===== config.mk =====
export PLATFORM = sky130hd
export DESIGN_NAME = audio_rx_top
export DESIGN_NICKNAME = d
export VERILOG_FILES = /design/src/rtl/audio_rx_pkg.sv /design/src/rtl/audio_rx_sync.sv /design/src/rtl/audio_rx_deser.sv /design/src/rtl/audio_rx_packer.sv /design/src/rtl/audio_rx_fifo.sv /design/src/rtl/audio_rx_top.sv
export SDC_FILE = /design/constraint.sdc
export NUM_CORES = 1
export LEC_CHECK = 0
export BUFFER_PORTS_ARGS = -buffer_cell sky130_fd_sc_hd__buf_2
export CAP_MARGIN = 20
export CORE_ASPECT_RATIO = 1.1
export CORE_MARGIN = 5
export CORE_UTILIZATION = 45
export CTS_CLUSTER_SIZE = 30
export DETAILED_ROUTE_END_ITERATION = 7
export GPL_TIMING_DRIVEN = 0
export PLACE_DENSITY = 0.6
export SETUP_SLACK_MARGIN = 0.2
export SLEW_MARGIN = 5
export SYNTH_ARGS = -nofsm -noshare
export SYNTH_HDL_FRONTEND = slang
export SYNTH_SLANG_ARGS = --single-unit

===== constraint.sdc =====
create_clock -name clk -period 3.6 [get_ports clk]
set_input_delay 0.54 -clock clk [delete_from_list [all_inputs] [get_ports clk]]
set_output_delay 0.54 -clock clk [all_outputs]
set_load 0.05 [all_outputs]

===== src/rtl/audio_rx_pkg.sv =====
package audio_rx_pkg;

  localparam int WORD_W = 32;
  localparam int WSEL_W = 6;

  localparam logic [1:0] FR_STD   = 2'd0;
  localparam logic [1:0] FR_LEFT  = 2'd1;
  localparam logic [1:0] FR_RIGHT = 2'd2;

  typedef struct packed {
    logic       pcm;
    logic [1:0] i2s_mode;
    logic [1:0] pcm_dly;
    logic       lsb_first;
    logic [4:0] width;
    logic       pack16;
    logic       just_high;
    logic       fclk_inv;
    logic       bclk_inv;
  } rx_cfg_t;

  // Turn a shifted-in raw window into a low-aligned sample of w bits.
  function automatic logic [WORD_W-1:0] orient_sample(
    input logic [WORD_W-1:0] raw,
    input logic [WSEL_W-1:0] w,
    input logic              lsb
  );
    logic [WORD_W-1:0] m;
    logic [WORD_W-1:0] r;
    m = (w >= WSEL_W'(WORD_W)) ? '1 : ((WORD_W'(1) << w) - WORD_W'(1));
    for (int i = 0; i < WORD_W; i++) r[i] = raw[WORD_W-1-i];
    return lsb ? (r >> (WSEL_W'(WORD_W) - w)) : (raw & m);
  endfunction

endpackage


===== src/rtl/audio_rx_sync.sv =====
module audio_rx_sync #(
  parameter int STAGES = 2
) (
  input  logic clk,
  input  logic rst_n,
  input  logic bclk_i,
  input  logic fclk_i,
  input  logic sdata_i,
  input  logic bclk_inv,
  output logic bit_ev,
  output logic fclk_s,
  output logic sdata_s
);

  logic [2:0] stage_q [STAGES];
  logic       bclk_prev_q;

  always_ff @(posedge clk or negedge rst_n) begin
    if (!rst_n) stage_q[0] <= '0;
    else        stage_q[0] <= {bclk_i, fclk_i, sdata_i};
  end

  for (genvar g = 1; g < STAGES; g++) begin : g_stage
    always_ff @(posedge clk or negedge rst_n) begin
      if (!rst_n) stage_q[g] <= '0;
      else        stage_q[g] <= stage_q[g-1];
    end
  end

  always_ff @(posedge clk or negedge rst_n) begin
    if (!rst_n) bclk_prev_q <= 1'b0;
    else        bclk_prev_q <= stage_q[STAGES-1][2];
  end

  assign bit_ev  = (stage_q[STAGES-1][2] != bclk_prev_q) && (stage_q[STAGES-1][2] == ~bclk_inv);
  assign fclk_s  = stage_q[STAGES-1][1];
  assign sdata_s = stage_q[STAGES-1][0];

endmodule


===== src/rtl/audio_rx_deser.sv =====
module audio_rx_deser
  import audio_rx_pkg::*;
#(
  parameter int CNT_W = 8
) (
  input  logic              clk,
  input  logic              rst_n,
  input  logic              clr,
  input  logic              bit_ev,
  input  logic              fclk_s,
  input  logic              sdata_s,
  input  rx_cfg_t           cfg,
  output logic              commit_o,
  output logic              commit_left_o,
  output logic [WORD_W-1:0] commit_val_o
);

  logic              lr_d1_q, lr_d1_n, lr_d2_q, lr_d2_n;
  logic [1:0]        hist_q, hist_n;
  logic              synced_q, synced_n, pact_q, pact_n;
  logic [CNT_W-1:0]  cnt_q, cnt_n;
  logic [WORD_W-1:0] sr_q, sr_n, sr_sh, raw;
  logic              cm_q, cm_n, cml_q, cml_n;
  logic [WORD_W-1:0] cmv_q, cmv_n;

  logic              lr, is_std, is_rj, eff, effp, chg, start, edge_ev, take, left_sel;
  logic [WSEL_W-1:0] w;
  logic [CNT_W-1:0]  idx, rel;

  assign lr     = fclk_s ^ cfg.fclk_inv;
  assign w      = WSEL_W'(cfg.width) + WSEL_W'(1);
  assign is_std = (cfg.i2s_mode == FR_STD);
  assign is_rj  = (cfg.i2s_mode == FR_RIGHT);
  // Standard framing is left-aligned framing seen through a one-bit-late frame clock.
  assign eff    = is_std ? lr_d1_q : lr;
  assign effp   = is_std ? lr_d2_q : lr_d1_q;
  assign chg    = !cfg.pcm && (hist_q >= (is_std ? 2'd2 : 2'd1)) && (eff != effp);
  assign start  = cfg.pcm && (hist_q != 2'd0) && lr && !lr_d1_q;
  assign edge_ev = cfg.pcm ? start : chg;
  assign idx    = edge_ev ? '0 : cnt_q;
  assign rel    = idx - CNT_W'(cfg.pcm_dly);
  assign sr_sh  = {sr_q[WORD_W-2:0], sdata_s};

  always_comb begin
    lr_d1_n  = lr_d1_q;
    lr_d2_n  = lr_d2_q;
    hist_n   = hist_q;
    synced_n = synced_q;
    pact_n   = pact_q;
    cnt_n    = cnt_q;
    sr_n     = sr_q;
    take     = 1'b0;
    left_sel = 1'b0;
    raw      = sr_q;
    if (bit_ev) begin
      lr_d1_n = lr;
      lr_d2_n = lr_d1_q;
      hist_n  = (hist_q == 2'd2) ? hist_q : hist_q + 2'd1;
      cnt_n   = (&idx) ? idx : idx + CNT_W'(1);
      if (edge_ev) synced_n = 1'b1;
      if (cfg.pcm) begin
        if (start) pact_n = 1'b1;
        if ((start || pact_q) && (idx >= CNT_W'(cfg.pcm_dly)) && (rel < CNT_W'({w, 1'b0}))) begin
          sr_n = sr_sh;
          if (rel == CNT_W'(w) - CNT_W'(1)) begin
            take = 1'b1; raw = sr_sh; left_sel = 1'b1;
          end
          if (rel == CNT_W'({w, 1'b0}) - CNT_W'(1)) begin
            take = 1'b1; raw = sr_sh; left_sel = 1'b0; pact_n = 1'b0;
          end
        end
      end else if (is_rj) begin
        sr_n = sr_sh;
        if (chg && synced_q) begin
          take = 1'b1; raw = sr_q; left_sel = lr_d1_q;
        end
      end else if ((synced_q || chg) && (idx < CNT_W'(w))) begin
        sr_n = sr_sh;
        if (idx == CNT_W'(w) - CNT_W'(1)) begin
          take = 1'b1; raw = sr_sh; left_sel = is_std ? ~eff : eff;
        end
      end
    end
    cm_n  = take;
    cml_n = take ? left_sel : cml_q;
    cmv_n = take ? orient_sample(raw, w, cfg.lsb_first) : cmv_q;
    if (clr) begin
      lr_d1_n = 1'b0; lr_d2_n = 1'b0; hist_n = '0; synced_n = 1'b0;
      pact_n = 1'b0; cnt_n = '0; sr_n = '0; cm_n = 1'b0;
    end
  end

  always_ff @(posedge clk or negedge rst_n) begin
    if (!rst_n) begin
      lr_d1_q <= 1'b0; lr_d2_q <= 1'b0; hist_q <= '0; synced_q <= 1'b0;
      pact_q <= 1'b0; cnt_q <= '0; sr_q <= '0;
      cm_q <= 1'b0; cml_q <= 1'b0; cmv_q <= '0;
    end else begin
      lr_d1_q <= lr_d1_n; lr_d2_q <= lr_d2_n; hist_q <= hist_n; synced_q <= synced_n;
      pact_q <= pact_n; cnt_q <= cnt_n; sr_q <= sr_n;
      cm_q <= cm_n; cml_q <= cml_n; cmv_q <= cmv_n;
    end
  end

  assign commit_o      = cm_q;
  assign commit_left_o = cml_q;
  assign commit_val_o  = cmv_q;

  AST_CLR_NO_COMMIT: assert property (@(posedge clk) disable iff (!rst_n)
    $past(clr) |-> !commit_o);

endmodule


===== src/rtl/audio_rx_packer.sv =====
module audio_rx_packer
  import audio_rx_pkg::*;
(
  input  logic              clk,
  input  logic              rst_n,
  input  logic              clr,
  input  logic              commit,
  input  logic              commit_left,
  input  logic [WORD_W-1:0] commit_val,
  input  rx_cfg_t           cfg,
  output logic              wr,
  output logic [WORD_W-1:0] wdata
);

  logic [15:0]       hold_q, hold_n;
  logic              pack_on;
  logic [WSEL_W-1:0] w;

  assign w       = WSEL_W'(cfg.width) + WSEL_W'(1);
  assign pack_on = cfg.pack16 && (cfg.width == 5'd15);

  always_comb begin
    hold_n = hold_q;
    if (commit && pack_on && commit_left) hold_n = commit_val[15:0];
    if (clr) hold_n = '0;
  end

  always_ff @(posedge clk or negedge rst_n) begin
    if (!rst_n) hold_q <= '0;
    else        hold_q <= hold_n;
  end

  always_comb begin
    wr = commit && !clr && (!pack_on || !commit_left);
    if (pack_on)            wdata = {commit_val[15:0], hold_q};
    else if (cfg.just_high) wdata = commit_val << (WSEL_W'(WORD_W) - w);
    else                    wdata = commit_val;
  end

  AST_PACK_ONE_PER_PAIR: assert property (@(posedge clk) disable iff (!rst_n)
    (wr && pack_on) |-> !commit_left);

endmodule


===== src/rtl/audio_rx_fifo.sv =====
module audio_rx_fifo #(
  parameter int DEPTH  = 32,
  parameter int WIDTH  = 32,
  localparam int AW    = $clog2(DEPTH),
  localparam int LW    = AW + 1
) (
  input  logic             clk,
  input  logic             rst_n,
  input  logic             clr,
  input  logic             wr,
  input  logic [WIDTH-1:0] wdata,
  input  logic             rd,
  output logic [WIDTH-1:0] rdata,
  output logic [LW-1:0]    level,
  output logic             full,
  output logic             drop
);

  logic [WIDTH-1:0] mem [DEPTH];
  logic [AW-1:0]    wp_q, wp_n, rp_q, rp_n;
  logic [LW-1:0]    lvl_q, lvl_n;
  logic             push, pop;

  assign full = (lvl_q == LW'(DEPTH));
  assign push = wr && !full && !clr;
  assign pop  = rd && (lvl_q != '0) && !clr;
  assign drop = wr && full && !clr;

  always_comb begin
    wp_n  = push ? wp_q + AW'(1) : wp_q;
    rp_n  = pop  ? rp_q + AW'(1) : rp_q;
    lvl_n = lvl_q + LW'(push) - LW'(pop);
    if (clr) begin
      wp_n = '0; rp_n = '0; lvl_n = '0;
    end
  end

  always_ff @(posedge clk or negedge rst_n) begin
    if (!rst_n) begin
      wp_q <= '0; rp_q <= '0; lvl_q <= '0;
    end else begin
      wp_q <= wp_n; rp_q <= rp_n; lvl_q <= lvl_n;
    end
  end

  always_ff @(posedge clk) begin
    if (push) mem[wp_q] <= wdata;
  end

  assign rdata = mem[rp_q];
  assign level = lvl_q;

  AST_LEVEL_BOUND: assert property (@(posedge clk) disable iff (!rst_n)
    level <= LW'(DEPTH));
  AST_EMPTY_READ_IGNORED: assert property (@(posedge clk) disable iff (!rst_n)
    (level == '0 && rd && !wr && !clr) |=> (level == '0));
  AST_FULL_WRITE_DROPPED: assert property (@(posedge clk) disable iff (!rst_n)
    (full && wr && !rd && !clr) |=> (level == LW'(DEPTH)));

endmodule


===== src/rtl/audio_rx_top.sv =====
module audio_rx_top
  import audio_rx_pkg::*;
#(
  parameter int DEPTH       = 32,
  parameter int SYNC_STAGES = 2,
  parameter int CNT_W       = 8,
  localparam int AW         = $clog2(DEPTH),
  localparam int LW         = AW + 1
) (
  input  logic              clk,
  input  logic              rst_n,
  input  logic              bclk_i,
  input  logic              fclk_i,
  input  logic              sdata_i,
  input  logic              cfg_pcm,
  input  logic [1:0]        cfg_i2s_mode,
  input  logic [1:0]        cfg_pcm_dly,
  input  logic              cfg_lsb_first,
  input  logic [4:0]        cfg_width,
  input  logic              cfg_pack16,
  input  logic              cfg_just_high,
  input  logic              cfg_fclk_inv,
  input  logic              cfg_bclk_inv,
  input  logic              dma_en,
  input  logic [AW-1:0]     dma_lvl,
  input  logic              full_ie,
  input  logic [AW-1:0]     full_thr,
  input  logic              ovr_ie,
  input  logic              ovr_clr,
  input  logic              soft_clr,
  input  logic              rd_en,
  output logic [WORD_W-1:0] rd_data,
  output logic [LW-1:0]     level,
  output logic              dma_req,
  output logic              irq_full,
  output logic              irq_ovr
);

  logic [1:0]        rst_sq;
  logic              rst_ns;
  rx_cfg_t           cfg;
  logic              bit_ev, fclk_s, sdata_s;
  logic              cm, cm_left;
  logic [WORD_W-1:0] cm_val, wdata;
  logic              wr, fifo_full, drop;
  logic              ovr_q, ovr_n;

  always_ff @(posedge clk or negedge rst_n) begin
    if (!rst_n) rst_sq <= '0;
    else        rst_sq <= {rst_sq[0], 1'b1};
  end
  assign rst_ns = rst_sq[1];

  assign cfg = '{pcm: cfg_pcm, i2s_mode: cfg_i2s_mode, pcm_dly: cfg_pcm_dly,
                 lsb_first: cfg_lsb_first, width: cfg_width, pack16: cfg_pack16,
                 just_high: cfg_just_high, fclk_inv: cfg_fclk_inv, bclk_inv: cfg_bclk_inv};

  audio_rx_sync #(.STAGES(SYNC_STAGES)) i_sync (
    .clk(clk), .rst_n(rst_ns), .bclk_i(bclk_i), .fclk_i(fclk_i), .sdata_i(sdata_i),
    .bclk_inv(cfg_bclk_inv), .bit_ev(bit_ev), .fclk_s(fclk_s), .sdata_s(sdata_s));

  audio_rx_deser #(.CNT_W(CNT_W)) i_deser (
    .clk(clk), .rst_n(rst_ns), .clr(soft_clr), .bit_ev(bit_ev), .fclk_s(fclk_s),
    .sdata_s(sdata_s), .cfg(cfg), .commit_o(cm), .commit_left_o(cm_left),
    .commit_val_o(cm_val));

  audio_rx_packer i_packer (
    .clk(clk), .rst_n(rst_ns), .clr(soft_clr), .commit(cm), .commit_left(cm_left),
    .commit_val(cm_val), .cfg(cfg), .wr(wr), .wdata(wdata));

  audio_rx_fifo #(.DEPTH(DEPTH), .WIDTH(WORD_W)) i_fifo (
    .clk(clk), .rst_n(rst_ns), .clr(soft_clr), .wr(wr), .wdata(wdata), .rd(rd_en),
    .rdata(rd_data), .level(level), .full(fifo_full), .drop(drop));

  always_comb begin
    ovr_n = ovr_q;
    if (ovr_clr) ovr_n = 1'b0;
    if (drop)    ovr_n = 1'b1;
  end

  always_ff @(posedge clk or negedge rst_ns) begin
    if (!rst_ns) ovr_q <= 1'b0;
    else         ovr_q <= ovr_n;
  end

  assign dma_req  = dma_en  && (level >= LW'(dma_lvl) + LW'(1));
  assign irq_full = full_ie && (level >= LW'(full_thr) + LW'(1));
  assign irq_ovr  = ovr_ie  && ovr_q;

  AST_DMA_NEEDS_DATA: assert property (@(posedge clk) disable iff (!rst_ns)
    dma_req |-> (level != '0));
  AST_FULL_IRQ_NEEDS_DATA: assert property (@(posedge clk) disable iff (!rst_ns)
    irq_full |-> (level != '0));
  AST_OVR_NEEDS_FULL: assert property (@(posedge clk) disable iff (!rst_ns)
    $rose(ovr_q) |-> $past(fifo_full));

endmodule


==> results.md <==
* Synth Area in Adders at 1.40%
* Xor/xnor share of the synthesized area at 0.780%
* Crit end category: flip-flop
* Critical R2R Launch: i_deser.lr_d2_q
* Cells after synthesis at 3213
* Largest cells by area after synthesis: edfxtp_1 (59%), mux4_2 (14%), dfrtp_1 (5.9%)
* Post-route ant nets at 0
* GPL Wtd Cong at 0.972
* Worst slew margin at 15.9%
* Fin cells at 5322
* Total CTS buffers at 112
* Tcrit/Tclk final at 175%
* Setup TNS at -179.20 ns
* Prevailing post-synth register cell: edfxtp_1
* Simple-gate share of the synthesized area at 6.19%
* Synth cell count leaders: edfxtp_1 (1024), mux4_2 (330), nand2_1 (212)
* Die ar. at 122000 µm²
* Post-Syn Area at 52000 µm²
* Drt total wl at 184 mm
* CTS max path bufs at 3
* Fin crit period at 6.29 ns
* Max VDD drop at 0.547 mV
* Vias in the first global route at 33700
* Clock-pin slew on the worst setup and hold paths at 0.07 ns
* Initial Util at 45.4%
* Largest family of logic cells by synthesized area: multiplexers
* First-pass GRT wire length at 254 mm
* Crit Path Max Fanout at 6
* Remaining Overflow, GRT at 0
* Final setup violation count at 485
* Lkg Pwr at 22.1 nW
* Initial antenna violation count at 1
* Top-count cell post-synth: edfxtp_1
* Final nets at 3796
* Total nets after synthesis at 3306
* DRT iter0 DRCs at 4203
* WP data required at 4.13 ns
* FFs w/ async S/R, synth at 10.6%
* Final WS setup at -2.69 ns
* Unrepaired setup endpoints after global routing: true
* Avg Inst Size Synth at 16.2 µm²
* P&R area growth vs syn at 27.1%
* Synthesis-stage register bit count at 1146
* Most frequent CP cell: buf_4
* Largest stage delay, worst path at 0.47 ns
* Reg2reg path depth at 31
* CP Class: reg2reg
* Std cell rows at 130
* CTS tree: done
* Wire per inst at 34.6 µm
* Root Buffer: clkbuf_16
* Via density at 6.45
* Warnings, synthesis at 0
* Register area share after synthesis at 65.0%
* Compound-gate portion of the synthesized area at 6.80%
* Mux contribution to synthesized area at 17.8%
* Core footprint at 115000 µm²
* Max layer used: met5
* Drt pass-1 iters at 8
* Status: finished with violations
* DRC at 0
* Slowest library cell on the worst path: fa_2
* PortBufs at 74
* Final Hold Viols at 0
* Met3 wire length at 15.8 mm
* Skew final at 0.0774 ns
* Max Slew Vio Count at 0
* Worst-Margin Slew at 1.26 ns
* Max_cap viols at 0
* Largest net degree at the start of global routing at 62
* Total length of routed met2 wires at 86.9 mm
* Power density over cell area at 593 nW/µm²
* Area share of the largest cell type after synthesis at 59.2%
* Synth cell types at 105
* Post-DP HPWL at 124 mm
* Place WS at -4.18 ns
* EDFF count, synth at 1024
* Worst Path Arrival at 6.82 ns
* Failing checks: setup timing
* Die height at 366 µm
* Post-Place Cells at 4864
* Share of post-route cells with drive strength above 1 at 37.0%
* Startpoint class of the critical path: flip-flop
* GRT Total Usage at 28.9%
* Worst min path class: in2async
* Clock Sinks at 1146
* M1 wire length at 74.6 mm
* Die width at 334 µm
* Clk_lat worst skew at 0.72 ns
* FMAX at 159 MHz
* Fin util at 57.7%
* CP startpoint: i_deser.lr_d2_q
* H-tree depth at 3
* Synth area leader: edfxtp_1
* Via count at 34300
* IO Count at 77
registers in the layout, indices dropped and copies added (netlist names), 2 cells and up:
register and flops:
i_fifo.mem 1024, i_deser.commit_val_o 32, i_deser.sr_q 32, i_packer.hold_q 16
i_deser.cnt_q 8, i_fifo.level 6, i_fifo.rp_q 5, i_fifo.wp_q 5
i_sync.stage_q 4, i_deser.hist_q 2, rst_sq 2
cells in the final DEF (no fill, tap or decap), types with 31 or more instances in the layout:
master / Yosys / routed
clkbuf_1: 148 / 90
a21oi_2: 0 / 31
nand2_1: 212 / 192
buf_6: 5 / 81
nand2b_1: 43 / 40
o21ai_0: 96 / 50
edfxtp_1: 1024 / 1024
mux2_4: 0 / 39
o21ai_1: 6 / 36
nor3_1: 41 / 32
a21oi_1: 144 / 78
mux2i_1: 123 / 74
buf_4: 3 / 134
nor2_1: 195 / 153
dfrtp_1: 122 / 120
buf_8: 0 / 44
mux4_2: 330 / 330
mux2i_4: 0 / 32
buf_2: 11 / 48
inv_1: 52 / 46
nor2_4: 0 / 37
buf_12: 0 / 94
ha_1: 55 / 44
clkbuf_16: 0 / 129
nand3_1: 51 / 49
a21oi_4: 0 / 42
per-layer routing:
metal | global-route usage (%) | vias to the layer above
met5 | 0 | -
met4 | 9.34 | 2
met3 | 4.25 | 326
met2 | 45.6 | 1974
met1 | 41.9 | 18100
li1 | - | 14000
critical path, delay by kind of cell, from the launching register on:
| kind | cells | cell delay (ns) |
|---|---|---|
| and+or+nand+nor | 11 | 1.85 |
| AOI/OAI and AO/OA | 10 | 1.81 |
| buffers and inverters | 7 | 1.09 |
| adders and majority gates | 3 | 0.91 |
| DFF | 1 | 0.40 |
repair_timing:
item	4_1_cts	5_1_grt
hold buffers	5	0
gates resized for setup	672	222
buffers inserted	126	78
gates cloned	22	11
hold endpoints to repair	6	0
setup endpoints to repair	2150	2155
pin swaps	77	96
path summary, 6_finish.rpt:
path,endpoint,slack (ns)
setup / recovery,i_deser.commit_val_o[23],-2.69
hold / removal,rst_sq[1],0.15
setup reg to reg,i_deser.commit_val_o[23],-2.69
hold reg to reg,i_deser.commit_val_o[7],0.26
max in group asynchronous,i_sync.fclk_s,2.69
min in group clk,rst_sq[1],0.31
layout make-up:
cell class,instances,area (µm²)
Timing Repair Buffer,366,4560
Multi-Input combinational cell,1814,19800
Clock inverter,71,744
Fill cell,8788,48400
Clock buffer,142,2980
Buffer,208,2050
Sequential cell,1146,33800
Antenna cell,2,5.00
Tap cell,1518,1900
Inverter,55,235
metrics by stage:
step	power [mW]	hold slack (ns)	cell area, µm²
floorplan	21.6	0.244	53100
finish	39.2	0.155	66100
global placement	24.6	0.326	55400
global route	40.4	0.127	66100
CTS	38.6	0.108	64100
detailed placement	24.8	0.223	56500
cells by family after synthesis:
kind of cell             Yosys count
flip-flops                      1146
AND/OR/NAND/NOR                  675
AO/OA/AOI/OAI                    525
multiplexers                     504
buffers and inverters            263
adder cells (fa/ha/maj)           57
XOR/XNOR                          42
other                              1
report_power, final:
group | internal (mW) | switching [mW]
combinational | 5.39 | 6.29
sequential | 15.3 | 0.351
clock | 6.69 | 5.16
total | 27.4 | 11.8
Note: power is estimated with default switching activity, not from simulation.
